$ cat src/rtl/bp_pkg.sv
package bp_pkg;

  localparam int CTR_W = 2;

  typedef logic [CTR_W-1:0] ctr_t;

  localparam ctr_t CTR_INIT = 2'b01;
  localparam ctr_t CTR_TOP  = 2'b11;
  localparam ctr_t CTR_BOT  = 2'b00;

  // Saturating step toward the resolved direction.
  function automatic ctr_t ctr_step(ctr_t cur, logic taken);
    ctr_t nxt;
    if (taken) begin
      nxt = (cur == CTR_TOP) ? cur : cur + ctr_t'(1);
    end else begin
      nxt = (cur == CTR_BOT) ? cur : cur - ctr_t'(1);
    end
    return nxt;
  endfunction

  // Upper half of the range means taken.
  function automatic logic ctr_dir(ctr_t cur);
    return cur[CTR_W-1];
  endfunction

endpackage

$ cat src/rtl/bp_ghist.sv
module bp_ghist #(
  parameter int HIST_W = 2
) (
  input  logic              clk,
  input  logic              rst_n,
  input  logic              shift_en,
  input  logic              bit_in,
  output logic [HIST_W-1:0] hist
);

  logic [HIST_W-1:0] hist_q;
  logic [HIST_W-1:0] hist_d;

  generate
    if (HIST_W == 1) begin : g_single
      assign hist_d = bit_in;
    end else begin : g_multi
      assign hist_d = {hist_q[HIST_W-2:0], bit_in};
    end
  endgenerate

  always_ff @(posedge clk or negedge rst_n) begin
    if (!rst_n) begin
      hist_q <= '0;
    end else if (shift_en) begin
      hist_q <= hist_d;
    end
  end

  assign hist = hist_q;

endmodule

$ cat src/rtl/bp_ctr_cell.sv
module bp_ctr_cell
  import bp_pkg::*;
(
  input  logic clk,
  input  logic rst_n,
  input  logic en,
  input  logic taken,
  output ctr_t q
);

  ctr_t q_r;

  always_ff @(posedge clk or negedge rst_n) begin
    if (!rst_n) begin
      q_r <= CTR_INIT;
    end else if (en) begin
      q_r <= ctr_step(q_r, taken);
    end
  end

  assign q = q_r;

endmodule

$ cat src/rtl/bp_pht.sv
module bp_pht
  import bp_pkg::*;
#(
  parameter int ROW_W  = 4,
  parameter int HIST_W = 2,
  localparam int SLOT_W = ROW_W + HIST_W,
  localparam int SLOTS  = 1 << SLOT_W
) (
  input  logic                   clk,
  input  logic                   rst_n,
  input  logic                   wr_en,
  input  logic [SLOT_W-1:0]      wr_slot,
  input  logic                   wr_taken,
  input  logic [SLOT_W-1:0]      rd_slot,
  output ctr_t                   rd_ctr,
  output logic [SLOTS*CTR_W-1:0] ctr_flat
);

  ctr_t cell_q [SLOTS];

  generate
    for (genvar s = 0; s < SLOTS; s++) begin : g_slot
      logic hit;
      assign hit = wr_en && (wr_slot == SLOT_W'(s));
      bp_ctr_cell u_cell (
        .clk   (clk),
        .rst_n (rst_n),
        .en    (hit),
        .taken (wr_taken),
        .q     (cell_q[s])
      );
      assign ctr_flat[s*CTR_W +: CTR_W] = cell_q[s];
    end
  endgenerate

  assign rd_ctr = cell_q[rd_slot];

endmodule

$ cat src/rtl/corr_bpred.sv
module corr_bpred
  import bp_pkg::*;
#(
  parameter int PC_W   = 32,
  parameter int ROW_W  = 4,
  parameter int HIST_W = 2,
  localparam int SLOT_W = ROW_W + HIST_W,
  localparam int SLOTS  = 1 << SLOT_W
) (
  input  logic            clk,
  input  logic            rst_n,
  input  logic [PC_W-1:0] lk_pc,
  output logic            lk_taken,
  input  logic            upd_valid,
  output logic            upd_ready,
  input  logic [PC_W-1:0] upd_pc,
  input  logic            upd_taken
);

  logic [HIST_W-1:0]      ghist;
  logic [ROW_W-1:0]       lk_row;
  logic [ROW_W-1:0]       upd_row;
  logic                   upd_fire;
  ctr_t                   lk_ctr;
  logic [SLOTS*CTR_W-1:0] ctr_flat;
  logic                   pc_hi_unused;

  // Row select: low address bits, no tag.
  assign lk_row   = lk_pc[ROW_W-1:0];
  assign upd_row  = upd_pc[ROW_W-1:0];
  assign pc_hi_unused = ^{lk_pc[PC_W-1:ROW_W], upd_pc[PC_W-1:ROW_W]};

  // Never stalls the resolving stage.
  assign upd_ready = 1'b1;
  assign upd_fire  = upd_valid & upd_ready;

  bp_ghist #(.HIST_W(HIST_W)) u_ghist (
    .clk      (clk),
    .rst_n    (rst_n),
    .shift_en (upd_fire),
    .bit_in   (upd_taken),
    .hist     (ghist)
  );

  // Training uses the history sampled before this cycle's shift.
  bp_pht #(.ROW_W(ROW_W), .HIST_W(HIST_W)) u_pht (
    .clk      (clk),
    .rst_n    (rst_n),
    .wr_en    (upd_fire),
    .wr_slot  ({upd_row, ghist}),
    .wr_taken (upd_taken),
    .rd_slot  ({lk_row, ghist}),
    .rd_ctr   (lk_ctr),
    .ctr_flat (ctr_flat)
  );

  assign lk_taken = ctr_dir(lk_ctr);

endmodule

$ cat config.mk
export PLATFORM = sky130hd
export DESIGN_NAME = corr_bpred
export DESIGN_NICKNAME = d
export VERILOG_FILES = /design/src/rtl/bp_pkg.sv /design/src/rtl/bp_ghist.sv /design/src/rtl/bp_ctr_cell.sv /design/src/rtl/bp_pht.sv /design/src/rtl/corr_bpred.sv
export SDC_FILE = /design/constraint.sdc
export NUM_CORES = 1
export LEC_CHECK = 0
export ABC_AREA = 1
export BUFFER_PORTS_ARGS = -buffer_cell sky130_fd_sc_hd__clkbuf_2
export CAP_MARGIN = 15
export CORE_MARGIN = 4
export CORE_UTILIZATION = 30
export DETAILED_ROUTE_END_ITERATION = 7
export GPL_TIMING_DRIVEN = 0
export SLEW_MARGIN = 40
export SYNTH_ARGS = -nofsm -noshare
export SYNTH_HDL_FRONTEND = slang
export SYNTH_SLANG_ARGS = --single-unit
$ cat constraint.sdc
create_clock -name clk -period 2.55 [get_ports clk]
set_input_delay 0.1275 -clock clk [delete_from_list [all_inputs] [get_ports clk]]
set_output_delay 0.1275 -clock clk [all_outputs]
set_load 0.005 [all_outputs]
# Word level (Yosys, flattened, before mapping)
# Cells that the tools add are included.
classes:
  add_sub_neg: 128
  order_cmp: 1
  n_eq_ne: 255
  muxes: 195
  n_bitwise: 1
  reduce_logical: 193
ops:
  columns: ["cell", "count"]
  rows:
  - ["$mux W2", 194]
  - ["$ne A2 B2 Y1 const B", 128]
  - ["$eq A6 B6 Y1 const B", 32]
  - ["$reduce_and A3 Y1", 64]
  - ["$add A2 B1 Y2 const B", 64]
  - ["$eq A2 B2 Y1 const B", 64]
  - ["$logic_not A2 Y1", 64]
  - ["$sub A2 B1 Y2 const B", 64]
  - ["$eq A6 B5 Y1 const B", 16]
  - ["$logic_and A1 B1 Y1", 64]
  - ["$eq A6 B4 Y1 const B", 8]
  - ["$eq A6 B3 Y1 const B", 4]
  - ["$bmux W2 S6", 1]
  - ["$eq A6 B2 Y1 const B", 2]
  - ["$ge A7 B7 Y1 const B", 1]
  - ["$not A6 Y7", 1]
  - ["$eq A6 B1 Y1 const B", 1]
  - ["$logic_not A6 Y1", 1]
word_totals:
  register_bits: 130
  inputBits: 68
  output_inout_bits: 2
  wordCells: 838

# Logic depth before layout (Yosys ltp)
depth:
  word_depth: 4
  depth_mapped: 10
  mapped_depth_nobuf: 9

# By module
# Synthesis repeated with hierarchy kept, for this count alone.
hier_totals:
  hier_cells: 1247
  hier_area_um2: 8471.9
modules_own_cells:
  columns: ["module", "n_inst", "cells_each", "area_per_inst_um2", "seq_area_each_um2"]
  rows:
  - ["bp_ctr_cell", 64, 13, 103.8, 51.3]
  - ["bp_pht", 1, 404, 1737.9, 0.0]
  - ["bp_ghist", 1, 9, 76.3, 50.0]
  - ["corr_bpred", 1, 2, 11.3, 0.0]

# Worst setup path after synthesis
# OpenSTA, ideal clock, no wires.
synth_timing:
  path_type: "reg2reg"
  startpoint: "register u_ghist.hist_q[1] (netlist: u_ghist.hist[1])"
  endpoint: "register u_pht.g_slot[0].u_cell.q_r[1]"
  setup_ns: 0.129
  t_arrival_ns: 1.274
  required_ns: 2.421
  path_slack_ns: 1.147
  path_stages_with_launch: 10
  path_buffers: 1
  synth_period_minus_slack_ns: 1.403
  path_cell_list: "dfrtp_1 buf_2 inv_2 nand2_2 nor2_4 inv_1 nor2_1 inv_1 o21ai_0 o21ai_1"
synth_via:
  elab_chain_cells: 3
synth_lines:
  columns: ["element", "line_no", "rtl"]
  rows:
  - ["start: declaration", "bp_ghist.sv:11", "logic [HIST_W-1:0] hist_q;"]
  - ["start signal: assignment", "bp_ghist.sv:26", "hist_q <= hist_d;"]
  - ["$logic_not A6 Y1", "bp_pht.sv:24", "assign hit = wr_en && (wr_slot == SLOT_W'(s));"]
  - ["$logic_and A1 B1 Y1", "bp_pht.sv:24", null]
  - ["$reduce_and A3 Y1 (no source line)", null, null]
  - ["end signal: assignment", "bp_ctr_cell.sv:17", "q_r <= ctr_step(q_r, taken);"]
  - ["end: declaration", "bp_ctr_cell.sv:11", "ctr_t q_r;"]
# No other way between the ends.
# A chain may end at the register's enable or synchronous reset.

# Worst setup path after layout
layout_timing:
  startpoint: "register u_ghist.hist_q[0] (netlist: u_ghist.hist[0])"
  endpoint: "output port lk_taken"
layout_via:
  elab_chain_cells: 4
layout_lines:
  columns: ["element", "line_no", "rtl"]
  rows:
  - ["$not A6 Y7 (implied by the code)", "bp_pht.sv:36", "assign rd_ctr = cell_q[rd_slot];"]
  - ["$bmux W2 S6", "bp_pht.sv:36", null]
  - ["$mux W2 (implied by the code) (2 in series)", "bp_pht.sv:36", null]
  - ["end: declaration", "corr_bpred.sv:13", "output logic lk_taken,"]
# No other way between the ends. The select of a mux whose other input is x is not followed.

==> impl_metrics.tcl <==
set metrics [dict create \
    fin_crit_ns 2.42 \
    arrival_ns 2.30 \
    hold_viol_final 0 \
    status "completed" \
    powerDensity_nw_per_um2 734 \
    die_h_um 163 \
    tritoncts "done" \
    synth-simple-area-share_pct 19.5 \
    synthAdderAreaFrac_pct 0.976 \
    worstSkewPairLatency_ns 0.43 \
    final_cell_mix "204 x o21ai_0, 180 x nand2_1, 80 x inv_1" \
    final_common_cell "o21ai_0" \
    portBuffers 11 \
    grt_pass1_wl_mm 33.4 \
    numCtsBuffers 17 \
    regToRegStartpoint "u_ghist.hist[1]" \
    grt_max_degree 60 \
    diodes 0 \
    path_max_fanout 10 \
    hp-class "in -> reg" \
    cts-root-buf "clkbuf_16" \
    syn_inst 922 \
    area_growth_pct 14.9 \
    critPathCaptureType "primary output" \
    fin_nets 1023 \
    critPathSlowestCell "clkbuf_1" \
    slew_headroom_pct 40.5 \
    skew_ns 0.0138 \
    fin_crit_sh_pct 95.0 \
    path_cells "clkbuf_1 -> o21ai_0 -> nand2_1 -> nand3_1 -> nand3_1 -> nand3_1 -> nand3_1 -> nand2_1 -> clkbuf_2" \
    drv_cap 0 \
    synth_xor_area_share_pct 0 \
    drc 0 \
    drtIter0Drc 546 \
    worstMarginPinSlew_ns 0.892 \
    syn_nets 990 \
    grt_pass1_vias 5870 \
    viasPerCell 5.08 \
    grt_overflow_total 0 \
    gp_congestion 0.896 \
    finalSetupTns_ns 0 \
    cts_max_path_buffers 2 \
    path_common_cell "nand3_1" \
    wl_per_cell_um 16.8 \
    synth_seq_cells 130 \
    fillers 2457 \
    cpPeakStageDelay_ns 0.50 \
    p_leak_nw 3.42 \
    setup_viol 0 \
    ios 70 \
    critPathKind "reg -> out" \
    worstPathRequired_ns 2.42 \
    synthMuxAreaShare_pct 0 \
    synth_compound_area_share_pct 26.3 \
    critPathLaunchType "register" \
    die_w_um 163 \
    finalMaxSlewViolations 0 \
    min_from "upd_valid" \
    final_antenna_net_count 0 \
    drt-pass1-iter-count 5 \
    core_area_um2 23500 \
    antenna_found_initial 0 \
    clock-sinks 130 \
    grtUsageTotal_pct 16.5 \
    ctsHtreeMaxLevel 4 \
    synth_seq_area_share_pct 46.4 \
    wirelength_mm 21.6 \
    cts_setup_buffers 0 \
    netlist_area_um2 7180 \
    peakVddDrop_mv 0.451 \
    fp-row-count 56 \
    vias 6532 \
    clk_pin_slew_worst_paths_ns 0.05 \
    rsz0062_at_grt "no" \
    synth_cell_type_count 27 \
    syn_avg_cell_area_um2 7.78 \
    yosys_warnings 0 \
    die_area_um2 26500 \
    crit_path_start "u_ghist.hist[0]" \
    drive_gt1_share_pct 16.2 \
    start_util_pct 30.6 \
    max_freq_mhz 413 \
    timing.hold.ws_ns 0.0339 \
    synth_top_family_by_area "compound AO/OA/AOI/OAI gates" \
    dpl.hpwl_mm 14.9 \
]
## registers in the layout (all words and copies together) (netlist names)
| signal | flops |
|---|---|
| u_ghist.hist | 2 |
| u_pht.g_slot.u_cell.q | 128 |
## synth_stat cells (all sizes together)
cell type	instances	area, um2
o21ai	252	1270
nand2	194	818
inv	85	319
nor2	79	347
a21oi	74	370
dfrtp	66	1650
dfstp	64	1680
nand3	32	160
clkbuf	18	67.6
a211oi	15	113
buf	15	98.9
o31ai	15	133
maj3	7	70.1
nor3	4	65.1
conb	1	3.75
nand4	1	6.26
## critical path, delay by kind of cell, from the launching register on
family,cells,cell delay [ns]
buf+inv,2,0.63
simple gates,6,0.57
flops,1,0.42
compound gates,1,0.26
## layout make-up
class | instances | area [um2] | area share (%)
clock buffer | 25 | 475 | 5.77
timing repair buffer | 14 | 129 | 1.56
multi-input combinational | 674 | 3360 | 40.7
inverter | 85 | 319 | 3.87
sequential | 130 | 3330 | 40.4
tap | 319 | 399 | 4.84
clock inverter | 7 | 60.1 | 0.729
buffer | 33 | 169 | 2.05
## cell families after synthesis
family	after synthesis
buffers and inverters	118
adders and majority gates	7
DFF	130
and+or+nand+nor	310
AOI/OAI and AO/OA	356
other	1
## repair_timing
item / CTS / global route
gates resized for setup: 0 / 4
endpoints found under the setup margin: 0 / 1
hold buffers: 1 / 0
endpoints found under the hold margin: 79 / 0
## power by group
part	internal, mW	switching, mW	total (mW)
Sequential	2.52	0.280	2.80
Combinational	0.333	0.643	0.976
Clock	1.38	0.890	2.27
## path summary, 6_finish.rpt
kind	cells past startpoint	slack (ns)	endpoint
max in group asynchronous	3	1.82	u_pht.g_slot[38].u_cell.q[0]
worst min register to register	2	0.49	u_pht.g_slot[25].u_cell.q[0]
worst max register to register	7	0.62	u_pht.g_slot[53].u_cell.q[1]
worst min-delay path	2	0.03	u_ghist.hist[0]
min in group asynchronous	2	0.13	u_pht.g_slot[48].u_cell.q[1]
worst max-delay path	9	0.13	lk_taken
## per-layer routing
metal | vias to the layer above | global-route usage [%] | routed length [um]
met3 | 51 | 3.19 | 1210
met5 | - | 0 | 0
li1 | 3190 | - | -
met1 | 3121 | 23.4 | 10200
met2 | 170 | 24.8 | 9520
met4 | 0 | 6.98 | 702
## per-stage QoR
stage	setup slack (ns)	instances	instance area, um2	power [mW]	util, %
2_1_floorplan	1.15	922	7180	3.44	-
3_3_place_gp	-0.871	1252	7630	3.73	32.5
3_5_place_dp	0.543	1254	7690	3.80	32.8
4_1_cts	0.0820	1287	8240	6.08	35.1
5_1_grt	0.0595	1287	8240	6.39	35.1
6_report	0.127	1287	8240	6.05	35.1
(Power assumes the default switching activity.)
